<file path="src/rtl/clkctl_pkg.sv">
// Package: shared encodings and register layout of the module clock agent.
// Assumes a fixed 32-bit control word; field positions are behaviour.
package clkctl_pkg;

    typedef enum logic [1:0] {
        ST_FUNC  = 2'd0,
        ST_TRANS = 2'd1,
        ST_IDLE  = 2'd2,
        ST_DIS   = 2'd3
    } idle_st_e;

    localparam int          WORD_W     = 32;
    localparam logic [1:0]  MODE_DIS   = 2'd0;
    localparam logic [1:0]  MODE_EN    = 2'd2;
    localparam int          IDLEST_LSB = 16;
    localparam int          STBY_BIT   = 18;
    localparam int          OPTF_BIT   = 19;
    localparam logic [WORD_W-1:0] WORD_RESET = 32'h5258_0002;
    localparam logic [WORD_W-1:0] RW_MASK    = 32'h7FF8_0003;

endpackage

</file>
<file path="src/rtl/clkctl_sync.sv">
// Module: clkctl_sync
// Brings the asynchronous wakeup request into the clock domain through a
// chain of STAGES flops. Assumes STAGES >= 1; output is low during reset.
module clkctl_sync #(
    parameter int STAGES = 2
) (
    input  logic clk,
    input  logic rst_n,
    input  logic d_async,
    output logic q_sync
);
    logic [STAGES-1:0] chain_q;

    generate
        if (STAGES == 1) begin : g_single
            // Purpose: single capture flop.
            always_ff @(posedge clk) begin
                if (!rst_n) chain_q <= '0;
                else        chain_q <= d_async;
            end
        end else begin : g_chain
            // Purpose: shift the request through the synchroniser chain.
            always_ff @(posedge clk) begin
                if (!rst_n) chain_q <= '0;
                else        chain_q <= {chain_q[STAGES-2:0], d_async};
            end
        end
    endgenerate

    assign q_sync = chain_q[STAGES-1];
endmodule

</file>
<file path="src/rtl/clkctl_regs.sv">
// Module: clkctl_regs
// Holds the control word and the effective mode, and assembles the read-back
// word. A reserved mode value is stored but leaves the effective mode alone.
// The module emits a one-cycle pulse when the effective mode changes.
module clkctl_regs
    import clkctl_pkg::*;
(
    input  logic              clk,
    input  logic              rst_n,
    input  logic              we,
    input  logic [WORD_W-1:0] wdata,
    input  idle_st_e          idle_st,
    input  logic              mod_standby,
    output logic [WORD_W-1:0] rdata,
    output logic              eff_en,
    output logic              mode_chg,
    output logic              optf_bit
);
    logic [WORD_W-1:0] cfg_q;
    logic              eff_en_q;
    logic              chg_q;
    logic              stby_q;
    logic [1:0]        wmode;

    assign wmode = wdata[1:0];

    // Purpose: store writable bits and track the last valid mode selection.
    always_ff @(posedge clk) begin
        if (!rst_n) begin
            cfg_q    <= WORD_RESET & RW_MASK;
            eff_en_q <= 1'b1;
            chg_q    <= 1'b0;
        end else begin
            chg_q <= 1'b0;
            if (we) begin
                cfg_q <= wdata & RW_MASK;
                if (wmode == MODE_DIS && eff_en_q) begin
                    eff_en_q <= 1'b0;
                    chg_q    <= 1'b1;
                end else if (wmode == MODE_EN && !eff_en_q) begin
                    eff_en_q <= 1'b1;
                    chg_q    <= 1'b1;
                end
            end
        end
    end

    // Purpose: sample the module standby indication for status read-back.
    always_ff @(posedge clk) begin
        if (!rst_n) stby_q <= 1'b0;
        else        stby_q <= mod_standby;
    end

    // Purpose: merge stored fields with hardware status fields.
    always_comb begin
        rdata = cfg_q;
        rdata[IDLEST_LSB +: 2] = idle_st;
        rdata[STBY_BIT]        = stby_q;
    end

    assign eff_en   = eff_en_q;
    assign mode_chg = chg_q;
    assign optf_bit = cfg_q[OPTF_BIT];

    // a reserved mode write never alters the effective mode.
    assert_reserved_mode_kept_R3: assert property (@(posedge clk) disable iff (!rst_n)
        (we && wdata[0]) |=> $stable(eff_en_q));
endmodule

</file>
<file path="src/rtl/clkctl_fsm.sv">
// Module: clkctl_fsm
// Idle-status state machine and idle request. It assumes the module holds its
// acknowledge until the request is withdrawn. A mode change always re-enters
// the transition state.
module clkctl_fsm
    import clkctl_pkg::*;
(
    input  logic     clk,
    input  logic     rst_n,
    input  logic     eff_en,
    input  logic     mode_chg,
    input  logic     dom_sleep_req,
    input  logic     wake_sync,
    input  logic     idle_ack,
    output logic     idle_req,
    output idle_st_e st
);
    idle_st_e st_q, st_d;

    // Purpose: request idle when disabled or when the domain sleeps, unless waking.
    always_comb begin
        idle_req = !wake_sync && (!eff_en || dom_sleep_req);
    end

    // Purpose: next-state selection for the idle status.
    always_comb begin
        st_d = st_q;
        if (mode_chg) begin
            st_d = ST_TRANS;
        end else begin
            case (st_q)
                ST_FUNC:  if (idle_req) st_d = ST_TRANS;
                ST_TRANS: begin
                    if (idle_req && idle_ack)        st_d = eff_en ? ST_IDLE : ST_DIS;
                    else if (!idle_req && !idle_ack) st_d = ST_FUNC;
                end
                ST_IDLE:  if (!idle_req) st_d = ST_TRANS;
                ST_DIS:   if (!idle_req) st_d = ST_TRANS;
                default:  st_d = ST_TRANS;
            endcase
        end
    end

    // Purpose: idle status register.
    always_ff @(posedge clk) begin
        if (!rst_n) st_q <= ST_FUNC;
        else        st_q <= st_d;
    end

    assign st = st_q;

    // any effective mode change shows the transition status next.
    assert_chg_to_trans_R4: assert property (@(posedge clk) disable iff (!rst_n)
        mode_chg |=> (st_q == ST_TRANS));

    // an acknowledged request settles into an idle state.
    assert_ack_settles_R5: assert property (@(posedge clk) disable iff (!rst_n)
        (st_q == ST_TRANS && idle_req && idle_ack && !mode_chg) |=>
        (st_q == ST_IDLE || st_q == ST_DIS));

    // idle states never jump straight to functional.
    assert_no_direct_wake_R6: assert property (@(posedge clk) disable iff (!rst_n)
        (st_q == ST_IDLE || st_q == ST_DIS) |=> (st_q != ST_FUNC));

    // a withdrawn, unacknowledged request returns to functional.
    assert_abort_to_func_R9: assert property (@(posedge clk) disable iff (!rst_n)
        (st_q == ST_TRANS && !idle_req && !idle_ack && !mode_chg) |=> (st_q == ST_FUNC));
endmodule

</file>
<file path="src/rtl/clkctl_gate.sv">
// Module: clkctl_gate
// Derives clock enables, sleep permit and access error from the idle status
// and effective mode. Purely combinational; clk/rst_n serve its checks.
module clkctl_gate
    import clkctl_pkg::*;
(
    input  logic     clk,
    input  logic     rst_n,
    input  idle_st_e st,
    input  logic     eff_en,
    input  logic     optf_bit,
    input  logic     bus_access,
    input  logic     bus_from_wakeup,
    output logic     iclk_en,
    output logic     fclk_en,
    output logic     optfclk_en,
    output logic     bus_err,
    output logic     sleep_permit
);
    logic fully_off;

    // Purpose: decode clock gating and domain-level outputs.
    always_comb begin
        fully_off    = (st == ST_DIS);
        iclk_en      = (st == ST_FUNC) || (st == ST_TRANS);
        fclk_en      = eff_en || !fully_off;
        optfclk_en   = optf_bit && !fully_off;
        sleep_permit = !eff_en && fully_off;
        bus_err      = bus_access && fully_off && !bus_from_wakeup;
    end

    // enabled mode never lets the domain sleep.
    assert_no_permit_enabled_R7: assert property (@(posedge clk) disable iff (!rst_n)
        eff_en |-> !sleep_permit);

    // wakeup-originated accesses are never flagged.
    assert_wakeup_access_ok_R10: assert property (@(posedge clk) disable iff (!rst_n)
        (bus_access && bus_from_wakeup) |-> !bus_err);

    // a permitted sleep has all mandatory clocks stopped.
    assert_permit_clocks_off_R5: assert property (@(posedge clk) disable iff (!rst_n)
        sleep_permit |-> (!fclk_en && !iclk_en && !optfclk_en));
endmodule

</file>
<file path="src/rtl/clkctl_agent.sv">
// Module: clkctl_agent (top)
// Per-module clock control agent: control word, idle handshake FSM, wakeup
// synchroniser and clock gating decode. Assumes one clock and a synchronous
// active-low reset; the wakeup input may be asynchronous.
module clkctl_agent
    import clkctl_pkg::*;
#(
    parameter int SYNC_STAGES = 2
) (
    input  logic        clk,
    input  logic        rst_n,
    input  logic        reg_we,
    input  logic [31:0] reg_wdata,
    output logic [31:0] reg_rdata,
    input  logic        mod_idle_ack,
    input  logic        mod_standby,
    input  logic        mod_wakeup_async,
    input  logic        dom_sleep_req,
    input  logic        bus_access,
    input  logic        bus_from_wakeup,
    output logic        iclk_en,
    output logic        fclk_en,
    output logic        optfclk_en,
    output logic        idle_req,
    output logic        bus_err,
    output logic        sleep_permit
);
    idle_st_e st;
    logic     eff_en, mode_chg, optf_bit, wake_sync;

    clkctl_sync #(.STAGES(SYNC_STAGES)) u_sync (
        .clk(clk), .rst_n(rst_n), .d_async(mod_wakeup_async), .q_sync(wake_sync)
    );

    clkctl_regs u_regs (
        .clk(clk), .rst_n(rst_n), .we(reg_we), .wdata(reg_wdata),
        .idle_st(st), .mod_standby(mod_standby), .rdata(reg_rdata),
        .eff_en(eff_en), .mode_chg(mode_chg), .optf_bit(optf_bit)
    );

    clkctl_fsm u_fsm (
        .clk(clk), .rst_n(rst_n), .eff_en(eff_en), .mode_chg(mode_chg),
        .dom_sleep_req(dom_sleep_req), .wake_sync(wake_sync),
        .idle_ack(mod_idle_ack), .idle_req(idle_req), .st(st)
    );

    clkctl_gate u_gate (
        .clk(clk), .rst_n(rst_n), .st(st), .eff_en(eff_en), .optf_bit(optf_bit),
        .bus_access(bus_access), .bus_from_wakeup(bus_from_wakeup),
        .iclk_en(iclk_en), .fclk_en(fclk_en), .optfclk_en(optfclk_en),
        .bus_err(bus_err), .sleep_permit(sleep_permit)
    );

    // reserved bit positions never read as 1.
    assert_reserved_zero_R2: assert property (@(posedge clk) disable iff (!rst_n)
        (reg_rdata[31] == 1'b0) && (reg_rdata[15:2] == 14'd0));
endmodule

</file>
<file path="config.mk">
export PLATFORM = sky130hd
export DESIGN_NAME = clkctl_agent
export DESIGN_NICKNAME = d
export VERILOG_FILES = /design/src/rtl/clkctl_pkg.sv /design/src/rtl/clkctl_sync.sv /design/src/rtl/clkctl_regs.sv /design/src/rtl/clkctl_fsm.sv /design/src/rtl/clkctl_gate.sv /design/src/rtl/clkctl_agent.sv
export SDC_FILE = /design/constraint.sdc
export NUM_CORES = 1
export LEC_CHECK = 0
export ABC_AREA = 1
export ABC_CLOCK_PERIOD_IN_PS = 1460
export BUFFER_PORTS_ARGS = -buffer_cell sky130_fd_sc_hd__buf_4
export CAP_MARGIN = 20
export CORE_MARGIN = 3
export CORE_UTILIZATION = 41
export CTS_BUF_LIST = sky130_fd_sc_hd__clkbuf_8
export DETAILED_ROUTE_END_ITERATION = 6
export GPL_ROUTABILITY_DRIVEN = 0
export GPL_TIMING_DRIVEN = 0
export PLACE_DENSITY = 0.82
export SKIP_CTS_REPAIR_TIMING = 1
export SLEW_MARGIN = 20
export SYNTH_ARGS = -nofsm -noshare
export SYNTH_HDL_FRONTEND = slang
export SYNTH_HIERARCHICAL = 1
export SYNTH_SLANG_ARGS = --single-unit
</file>
<file path="constraint.sdc">
create_clock -name clk -period 1.46 [get_ports clk]
set_clock_uncertainty 0.15 [all_clocks]
set_input_delay 0.073 -clock clk [delete_from_list [all_inputs] [get_ports clk]]
set_output_delay 0.073 -clock clk [all_outputs]
set_load 0.005 [all_outputs]
</file>
==> Word-level counts from Yosys, hierarchy flattened <==
Index checks and enable logic that the tools add are counted.
{ "op_classes": {"reduce_logical": 27, "eq_ne": 10, "mux": 11, "n_bitwise": 1} }
{ "op_table": {"columns": ["cell", "count"], "rows": [
  ["$logic_and A1 B1 Y1", 9],
  ["$mux W2", 4],
  ["$eq A2 B2 Y1 const B", 3],
  ["$logic_not A1 Y1", 6],
  ["$mux W1", 6],
  ["$pmux W2 S3", 1],
  ["$reduce_and A3 Y1", 2],
  ["$logic_not A2 Y1", 2],
  ["$ne A4 B2 Y1 const B", 1],
  ["$reduce_and A2 Y1", 2],
  ["$reduce_or A2 Y1", 2],
  ["$logic_or A1 B1 Y1", 3],
  ["$ne A3 B1 Y1 const B", 1],
  ["$ne A3 B2 Y1 const B", 1],
  ["$ne A3 B3 Y1 const B", 1],
  ["$eq A2 B1 Y1 const B", 1],
  ["$ne A2 B1 Y1 const B", 1],
  ["$ne A2 B2 Y1 const B", 1],
  ["$reduce_bool A2 Y1", 1],
  ["$not A1 Y1", 1]
]} }
{ "totals": {"output_inout_bits": 38, "regBits": 21, "wordCells": 56} }

==> Longest topological paths before layout <==
Gate-level depths: netlist of the first run.
{ "logic_depth": {"word_depth": 9, "depth_mapped": 9, "mapped_depth_nobuf": 9} }

==> Modules after synthesis <==
The synthesis of the first run kept the hierarchy.
{ "by_module_without_submodules": {"columns": ["module", "seq_area_each_um2", "cells_each", "area_each_um2", "n_inst"], "rows": [
  ["clkctl_regs", 340.3, 98, 779.5, 1],
  ["clkctl_fsm", 40.0, 30, 182.7, 1],
  ["clkctl_sync", 40.0, 6, 55.1, 1],
  ["clkctl_gate", 0.0, 9, 38.8, 1]
]} }

==> Worst setup path before layout of the first run <==
No wires, ideal clock.
{ "synth_path": {"path_kind": "reg2reg", "from": "register u_fsm.st_q[0], in the netlist u_fsm/st[0]", "to": "register u_fsm.st_q[0], in the netlist u_fsm/st[0]", "stages_incl_launch_ff": 6, "slack_ns": 0.321, "required_time_ns": 1.195, "setup_ns": 0.115, "synth_period_minus_slack_ns": 1.139, "n_path_buf": 0, "arrival_ns": 0.874, "cell_sequence": "dfxtp_1 -> inv_2 -> nor3_4 -> nand3_2 -> a21oi_1 -> nor2_1"} }
{ "synth_between": {"elab_chain_cells": 4, "elab_cells_between_ends": 11} }
{ "synth_lines": {"columns": ["element", "line", "rtl"], "rows": [
  ["start: declaration", "clkctl_fsm.sv:18", "idle_st_e st_q, st_d;"],
  ["start signal: assignment", "clkctl_fsm.sv:47", "else st_q <= st_d;"],
  ["$eq A2 B2 Y1", "clkctl_fsm.sv:31", "case (st_q)"],
  ["$reduce_or A2 Y1 (no line)", null, null],
  ["$ne A3 B3 Y1 (no line) or $pmux W2 S3 (tied branches)", null, null],
  ["$reduce_and A3 Y1 (no line) or $mux W1 (tied branches)", null, null]
]} }
Several ways; a longest one is shown, not always the timed one.
A chain may end at the register's enable or synchronous reset.

==> Final worst setup path of the first run <==
{ "layout_path": {"from": "input rst_n", "to": "register u_sync.chain_q[0]"} }
{ "layout_rtl": {"columns": ["element", "line", "rtl"], "rows": [
  ["start: declaration", "clkctl_agent.sv:11", "input logic rst_n,"],
  ["end signal: assignment", "clkctl_sync.sv:25", "else chain_q <= {chain_q[STAGES-2:0], d_async};"],
  ["end: declaration", "clkctl_sync.sv:12", "logic [STAGES-1:0] chain_q;"]
]} }
No word-level cell between the ends.

==> results.sh, run 1 <==
export IMPL_p_per_area_nw_per_um2=805.5
export IMPL_grt_overflow_total=0
export IMPL_htreeDepth=1
export IMPL_hold_class="in2reg"
export IMPL_area_delta_synth_final_pct=60.90
export IMPL_layout_drive_gt1_share_pct=36.32
export IMPL_io_pin_count=79
export IMPL_outcome="finished, violations left"
export IMPL_hold_start="reg_we"
export IMPL_synthCells=143
export IMPL_p_leak_nw=0.9335
export IMPL_dieArea_um2=3221
export IMPL_clock_sinks=21
export IMPL_grt_max_degree=13
export IMPL_synth_flop_cell="dfxtp_1"
export IMPL_r2r_slack_ns=0.17
export IMPL_finalPower_mw=1.369
export IMPL_yosys_top_cells_count="nand2_1 (32), dfxtp_1 (21), buf_4 (19), nor2_1 (19), inv_1 (15)"
export IMPL_grt_pass1_wl_mm=3.539
export IMPL_initial_core_util_pct=45.55
export IMPL_setup_viol=0
export IMPL_synth_async_reset_ratio_pct=0
export IMPL_port_buffer_count=44
export IMPL_die_y_um=56.75
export IMPL_tritoncts="done"
export IMPL_max_cap_violations=0
export IMPL_slew_viol_final=0
export IMPL_arrival_ns=1.44
export IMPL_max_freq_mhz=697.8
export IMPL_critPathKind="in2reg"
export IMPL_path_clk_slew_ns=0.07
export IMPL_core_area_um2=2318
export IMPL_peakVddDrop_uv=908.8
export IMPL_avgSynthCellArea_um2=7.385
export IMPL_final_min_clock_period_ns=1.433
export IMPL_rr_worst_depth=5
export IMPL_yosysSeqAreaShare_pct=39.81
export IMPL_holdPathEnd="u_regs/cfg_q[24]"
export IMPL_r2r_end="u_fsm/st[0]"
export IMPL_insertion_delay_ns=0.25
export IMPL_dp_hpwl_mm=1.854
export IMPL_start_kind="input pin"
export IMPL_die_x_um=56.75
export IMPL_synth_area_leaders="dfxtp_1 (40%), buf_4 (14%), nand2_1 (11%), nor2_1 (6.8%), inv_1 (5.3%)"
export IMPL_nNetsFinal=265
export IMPL_first_pass_iters=4
export IMPL_synth_top_area_share_pct=39.81
export IMPL_cp_max_fo=12
export IMPL_cts_root_buf="clkbuf_8"
export IMPL_wl_per_cell_um=10.94
export IMPL_ant_nets=0
export IMPL_viasPerCell=4.414
export IMPL_synth_cell_types=19
export IMPL_fin_crit_sh_pct=98.16
export IMPL_totalWireLength_mm=2.745
export IMPL_num_rows=17
export IMPL_yosysTopAreaCell="dfxtp_1"
export IMPL_cts_buffers_inserted=3
export IMPL_yosys_warnings=6
export IMPL_hold_ws_ns=-0.02105
export IMPL_final_hold_violation_count=4
export IMPL_end_kind="flip-flop"
export IMPL_ys_ff_latch=21
export IMPL_post_synth_top_count_cell="nand2_1"
export IMPL_r2r_start="u_fsm/st[1]"
export IMPL_diodes=0
export IMPL_antenna_found_initial=0
export IMPL_synth_area_um2=1056
export IMPL_clock_path_buffers=2
export IMPL_whs_path_depth=3
export IMPL_violations="negative hold slack"
export IMPL_via_count=1108
export IMPL_drc=0
export IMPL_synth_edf_count=0
export IMPL_track_usage_pct=13.77
export IMPL_grt_pass1_vias=858
export IMPL_fill_cells=172
export IMPL_worst_ep_required_time_ns=1.47
export IMPL_initialDrtViolationCount=26
[cells in the final DEF, fill, tap and decap left out, types with 2 or more instances in the layout]
cell type / count
a21oi_1: 2
nand2_1: 32
clkbuf_8: 3
buf_6: 4
dfxtp_1: 21
inv_1: 16
inv_2: 2
nand3_2: 3
o21ai_0: 6
buf_4: 63
nor2_1: 19
dlygate4sd3_1: 18
nand3_1: 10
nand2_2: 3
conb_1: 15
[cell type report]
cell class                 count  area [µm²]  area share (%)
multi-input combinational     95       430.4           25.33
sequential                    21       420.4           24.74
tap                           28       35.03           2.062
timing repair buffer          62       510.5           30.04
buffer                        23       187.7           11.05
clock buffer                   3       41.29           2.430
clock inverter                 1       3.754          0.2209
inverter                      18       70.07           4.124
[per-layer routing]
layer  global-route usage [%]  part of all wire (%)  up-vias  wire [µm]
li1                         -                     -      559          -
met3                    4.598                   9.7        6        265
met4                    5.960                   1.6        0         43
met1                    14.42                    38      488       1035
met2                    24.75                    51       55       1401
met5                        0                     0        -          0
[flip-flops by register name, indices dropped and copies added, names as in the netlist]
name	count
u_regs/eff_en	1
u_regs/stby_q	1
u_regs/cfg_q	14
u_regs/mode_chg	1
u_sync/chain_q	2
u_fsm/st	2
[cell families after synthesis]
group	synth area share, %
AO/OA/AOI/OAI	5.095
buffers and inverters	24.41
flip-flops	39.81
other	0.3551
AND/OR/NAND/NOR	30.33
[worst max-delay path, cell delays in order]
cell and delay, ns:
dlygate4sd3_1 0.54, buf_4 0.18, nand2_1 0.07, dlygate4sd3_1 0.54, inv_1 0.04
[worst max-delay path by stage]
stage	endpoint	slack, ns	start
after floorplan	u_fsm/st[0]	0.32	u_fsm/st[0]
after detailed placement	u_fsm/st[0]	0.17	u_fsm/st[1]
final	u_sync/chain_q[0]	0.03	rst_n
after global routing	u_sync/chain_q[0]	-0.007	rst_n
after CTS	bus_err	0.11	u_fsm/st[1]
after global placement	u_fsm/st[0]	0.24	u_regs/eff_en
[stage by stage]
| step | setup slack (ns) | cells | instance area [µm²] | utilization [%] | TNS (ns) |
|---|---|---|---|---|---|
| 2_1_floorplan | 0.3206 | 157 | 1109 | - | 0 |
| 3_3_place_gp | 0.2401 | 229 | 1474 | 63.57 | 0 |
| 3_5_place_dp | 0.1674 | 229 | 1474 | 63.57 | 0 |
| 4_1_cts | 0.1129 | 233 | 1519 | 65.52 | 0 |
| 5_1_grt | -0.006887 | 251 | 1699 | 73.29 | -0.006887 |
| 6_report | 0.02684 | 251 | 1699 | 73.29 | 0 |
[report_power, final]
group | switching (mW) | total, mW | internal, mW
clock network | 0.174 | 0.361 | 0.187
registers | 0.0348 | 0.648 | 0.613
logic | 0.149 | 0.359 | 0.210
No activity file was read; power rests on OpenSTA's default activity.
==> run 2: changes to the inputs <==
Settings changed: ABC_CLOCK_PERIOD_IN_PS 1460 to 1800, CORE_UTILIZATION 41 to 44, PLACE_DENSITY 0.82 to 0.87, RECOVER_POWER set to 50.
Clock period 1.46 ns to 1.8 ns, I/O delays scaled along.
==> run 2 against run 1 <==
The run still ends with negative hold slack left; setup slack better by 0.27 ns; global-route usage down 0.61 points; register-to-register slack better by 0.36 ns; final area is 0.15% lower; cell count did not move; via count down 3.5%; total power down 19%; count of clock-buffer cells in the layout did not move; utilization grew 2.0 points; flip-flop and latch count stayed put; largest cell class unchanged.
==> results.sh, run 2 (synthesis results as in run 1) <==
export IMPL_start_kind="input pin"
export IMPL_seq_power_share_pct=47.1
export IMPL_clock_path_buffers=2
export IMPL_track_usage_pct=13.17
export IMPL_rsz0062_at_grt="no"
export IMPL_grt_max_degree=13
export IMPL_area_delta_synth_final_pct=60.66
export IMPL_grt_pass1_wl_mm=2.925
export IMPL_slew_viol_final=0
export IMPL_violations="negative hold slack"
export IMPL_p_int_uw=818.4
export IMPL_final_common_cell="buf_4"
export IMPL_insertion_delay_ns=0.26
export IMPL_clock_sinks=21
export IMPL_core_area_um2=2255
export IMPL_setup_viol=0
export IMPL_ant_nets=0
export IMPL_p_leak_nw=0.9248
export IMPL_outcome="finished, violations left"
export IMPL_grt_pass1_vias=751
export IMPL_layout_common_cells="buf_4 (49), nand2_1 (32), dfxtp_1 (21)"
export IMPL_port_buffer_count=44
export IMPL_hold_class="in2reg"
export IMPL_p_per_area_nw_per_um2=654.3
export IMPL_cts_buffers_inserted=3
export IMPL_tritoncts="done"
export IMPL_nNetsFinal=265
export IMPL_critPathKind="in2reg"
export IMPL_final_min_clock_period_ns=1.507
export IMPL_htreeDepth=1
export IMPL_antenna_found_initial=0
export IMPL_num_rows=17
export IMPL_regMostFlops="u_regs/cfg_q"
export IMPL_max_cap_violations=0
export IMPL_power_frac_clock_pct=27.3
export IMPL_max_freq_mhz=663.6
export IMPL_dieArea_um2=3024
export IMPL_drc=0
export IMPL_grt_overflow_total=0
export IMPL_cp_max_fo=3
export IMPL_dp_hpwl_mm=1.584
export IMPL_peakVddDrop_uv=666.9
export IMPL_cts_root_buf="clkbuf_8"
export IMPL_wl_per_cell_um=10.11
export IMPL_tns_ns=0
export IMPL_hold_ws_ns=-0.005433
export IMPL_fin_cells=251
export IMPL_die_y_um=54.99
export IMPL_initialDrtViolationCount=20
export IMPL_comb_power_share_pct=25.7
export IMPL_arrival_ns=1.55
export IMPL_swShare_pct=26.28
export IMPL_diodes=0
export IMPL_final_hold_violation_count=2
export IMPL_largest_reg_flops=14
export IMPL_totalWireLength_mm=2.537
export IMPL_p_sw_uw=291.8
export IMPL_initial_core_util_pct=46.84
export IMPL_die_x_um=54.99
export IMPL_end_kind="flip-flop"
export IMPL_via_count=1069
export IMPL_fin_crit_sh_pct=83.72
export IMPL_dp_cells=229
export IMPL_first_pass_iters=4
export IMPL_worst_ep_required_time_ns=1.85
export IMPL_io_pin_count=79
export IMPL_path_clk_slew_ns=0.07
export IMPL_layout_drive_gt1_share_pct=36.32
export IMPL_viasPerCell=4.259
run 2: power by group through the flow:
stage	Combinational, mW	Clock, mW	Sequential [mW]
final	0.285	0.303	0.523
after floorplan	0.146	0	0.532
after global routing	0.320	0.332	0.528
after global placement	0.248	0	0.533
after CTS	0.253	0.315	0.523
after detailed placement	0.252	0	0.534
run 2: worst max-delay path: stages:
cell and delay (ns):
dlygate4sd3_1 0.53, buf_4 0.13, inv_1 0.09, nand3_2 0.06, dlygate4sd3_1 0.56, a21oi_2 0.09
run 2: metrics by stage:
step                      instance area [µm²]  power [mW]  hold slack [ns]  util, %  setup slack [ns]
after CTS                                1520       1.091          -0.1454    67.43            0.4451
final                                    1697       1.110        -0.005433    75.25            0.2930
after global placement                   1474      0.7813           0.1199    65.37            0.5573
after global routing                     1697       1.181          0.01904    75.25            0.2207
after detailed placement                 1474      0.7859           0.1235    65.37            0.5337
after floorplan                          1109      0.6784          0.03345        -            0.6606
run 2: area by class of cell:
cell class / count / area [µm²]
Tap cell: 28 / 35.03
Sequential cell: 21 / 420.4
Buffer: 23 / 187.7
Multi-Input combinational cell: 95 / 430.4
Inverter: 18 / 70.07
Timing Repair Buffer: 62 / 506.7
Clock buffer: 3 / 41.29
Clock inverter: 1 / 5.005
Fill cell: 169 / 558.0
run 2: layer usage:
layer	part of all wire, %	global-route usage, %	vias up
met5	0	0	-
met4	1.5	7.287	0
met3	8.6	2.949	4
met2	50	21.06	45
met1	40	16.26	458
li1	-	-	562
run 2: final timing paths:
kind | startpoint | slack, ns | to | depth (start not counted)
max | reg_wdata[0] | 0.29 | u_regs/mode_chg | 6
min | reg_we | -0.005 | u_regs/cfg_q[23] | 3
max reg2reg | u_regs/eff_en | 0.53 | u_fsm/st[0] | 7
min reg2reg | u_sync/chain_q[0] | 0.26 | u_sync/chain_q[1] | 2
==> run 3: changes to the inputs <==
Settings changed: ABC_AREA 1 to 0, ABC_CLOCK_PERIOD_IN_PS 1800 to 1300, CORE_UTILIZATION 44 to 37, PLACE_DENSITY 0.87 to 0.78.
Clock period 1.8 ns to 1.3 ns, I/O delays scaled along.
==> run 3 against run 2 <==
The run still ends with negative hold slack left; largest power group unchanged; flip-flop and latch count unchanged; highest routed layer unchanged; critical path type is now reg2reg; sequential power increased by 36%; synthesized cell count decreased by 29%.
==> results.sh, run 3 <==
export IMPL_area_delta_synth_final_pct=61.66
export IMPL_grt_max_degree=12
export IMPL_synth_async_reset_ratio_pct=0
export IMPL_arrival_ns=1.22
export IMPL_yosys_top_cells_count="dfxtp_1 (21), buf_4 (19), mux2i_1 (14)"
export IMPL_tns_ns=0
export IMPL_yosysSeqAreaShare_pct=41.03
export IMPL_wl_per_cell_um=10.93
export IMPL_nNetsFinal=222
export IMPL_synth_area_leaders="dfxtp_1 (41%), buf_4 (14%), mux2i_1 (14%), nor2b_1 (4.9%), nand2_1 (2.6%)"
export IMPL_r2r_slack_ns=0.06
export IMPL_fin_crit_sh_pct=95.42
export IMPL_multi_input_area_um2=460.4
export IMPL_synth_area_um2=1025
export IMPL_peakVddDrop_uv=864.5
export IMPL_p_leak_nw=0.8369
export IMPL_port_buffer_count=44
export IMPL_io_pin_count=79
export IMPL_yosys_warnings=6
export IMPL_grt_pass1_wl_mm=3.312
export IMPL_critPathKind="reg2reg"
export IMPL_comb_power_share_pct=22.6
export IMPL_grt_pass1_vias=751
export IMPL_hold_class="in2reg"
export IMPL_worst_ep_required_time_ns=1.27
export IMPL_core_area_um2=2545
export IMPL_critPathTopFamily="flip-flops"
export IMPL_cts_root_buf="clkbuf_8"
export IMPL_outcome="finished, violations left"
export IMPL_post_synth_top_count_cell="dfxtp_1"
export IMPL_slew_viol_final=0
export IMPL_track_usage_pct=12.12
export IMPL_viasPerCell=4.319
export IMPL_ant_nets=0
export IMPL_via_count=907
export IMPL_die_x_um=58.63
export IMPL_clock_sinks=21
export IMPL_violations="negative hold slack"
export IMPL_power_frac_clock_pct=27.9
export IMPL_critPathBufInv=0
export IMPL_fin_cells=210
export IMPL_final_seq_area_um2=426.7
export IMPL_p_per_area_nw_per_um2=868.6
export IMPL_yosysTopAreaCell="dfxtp_1"
export IMPL_totalWireLength_mm=2.295
export IMPL_start_kind="flip-flop"
export IMPL_initial_core_util_pct=40.27
export IMPL_final_min_clock_period_ns=1.240
export IMPL_layout_drive_gt1_share_pct=41.11
export IMPL_dp_hpwl_mm=1.674
export IMPL_insertion_delay_ns=0.25
export IMPL_layout_common_cells="buf_4 (46), dfxtp_1 (18), dlygate4sd3_1 (17)"
export IMPL_regMostFlops="u_regs/cfg_q"
export IMPL_critPathMaxStageDelay_ns=0.38
export IMPL_drc=0
export IMPL_avgSynthCellArea_um2=10.15
export IMPL_dp_cells=189
export IMPL_synth_flop_cell="dfxtp_1"
export IMPL_dieArea_um2=3437
export IMPL_final_common_cell="buf_4"
export IMPL_grt_overflow_total=0
export IMPL_tritoncts="done"
export IMPL_cp_max_fo=7
export IMPL_synth_edf_count=0
export IMPL_initialDrtViolationCount=15
export IMPL_max_freq_mhz=806.1
export IMPL_seq_power_share_pct=49.5
export IMPL_ys_ff_latch=21
export IMPL_synth_top_area_share_pct=41.03
export IMPL_p_int_mw=1.107
export IMPL_cts_buffers_inserted=3
export IMPL_diodes=0
export IMPL_synth_cell_types=28
export IMPL_path_clk_slew_ns=0.07
export IMPL_path_cells="or3b_1, o211ai_1, a2111oi_2"
export IMPL_end_kind="flip-flop"
export IMPL_num_rows=18
export IMPL_htreeDepth=1
export IMPL_p_sw_uw=332.3
export IMPL_rsz0062_at_grt="no"
export IMPL_clock_path_buffers=2
export IMPL_fill_cells=200
export IMPL_swShare_pct=23.09
export IMPL_crit_path_top_delay_cell="dfxtp_4"
export IMPL_antenna_found_initial=0
export IMPL_hold_ws_ns=-0.01164
export IMPL_synthCells=101
export IMPL_largest_reg_flops=14
export IMPL_max_cap_violations=0
export IMPL_setup_viol=0
export IMPL_final_hold_violation_count=2
export IMPL_die_y_um=58.63
export IMPL_first_pass_iters=4
run 3: changes by cell type after synthesis, sizes merged, moves of 2 or more:
cell    before  now
nand2       35    7
nor2        19    2
inv         18    3
mux2i        0   14
nand3       13    0
nor2b        0    9
o21ai        7    0
and2         0    3
a21oi        3    1
nand2b       0    2
o211ai       0    2
run 3: metal layers:
metal	GRT usage [%]	wire length, µm	up-vias
met5	0	0	-
met4	2.913	14	0
met3	3.070	219	2
met2	21.05	1228	43
met1	15.00	833	400
li1	-	-	462
run 3: cell families (layout without fill, tap and decap cells):
kind of cell           after synthesis  count (layout)  synth area share [%]
AND/OR/NAND/NOR                     33              33                 20.03
AO/OA/AOI/OAI                        6               6                 4.883
flip-flops                          21              21                 41.03
other                                1              15                0.3659
XOR/XNOR                             1               1                0.8549
buffers and inverters               25              90                 19.17
multiplexers                        14              14                 13.67
run 3: metrics by stage:
stage	worst slack [ns]	util [%]	total power, mW	cell area (µm²)
floorplan	0.09236	-	0.8826	1077
global placement	0.03386	56.78	1.006	1445
detailed placement	-0.008802	56.78	1.015	1445
CTS	-0.01847	58.55	1.415	1490
global route	0.005032	65.09	1.522	1657
finish	0.05950	65.09	1.439	1657
run 3: final cells by class:
type / count / area share (%)
repair buffers: 61 / 29.98
clock buffers: 3 / 2.492
well taps: 30 / 2.266
plain buffers: 22 / 10.80
inverters: 3 / 0.6798
flip-flops and latches: 21 / 25.76
multi-input cells: 69 / 27.79
clock inverters: 1 / 0.2266
run 3: power groups by stage:
stage                     combinational (mW)  clock (mW)  sequential (mW)
after floorplan                        0.160           0            0.723
after global placement                 0.282           0            0.723
after detailed placement               0.289           0            0.726
after CTS                              0.290       0.414            0.711
after global routing                   0.358       0.445            0.718
final                                  0.325       0.402            0.712
run 3: worst paths after layout:
path,cells after the start,to,from
setup reg to reg,3,u_fsm/st[0],u_regs/eff_en
hold / removal,3,u_regs/cfg_q[26],reg_we
setup / recovery,3,u_fsm/st[0],u_regs/eff_en
hold reg to reg,1,u_sync/chain_q[1],u_sync/chain_q[0]
run 3: worst min-delay path, cell delays in order:
cell and delay [ns]:
buf_6 0.12, mux2i_1 0.08, nor2b_1 0.09
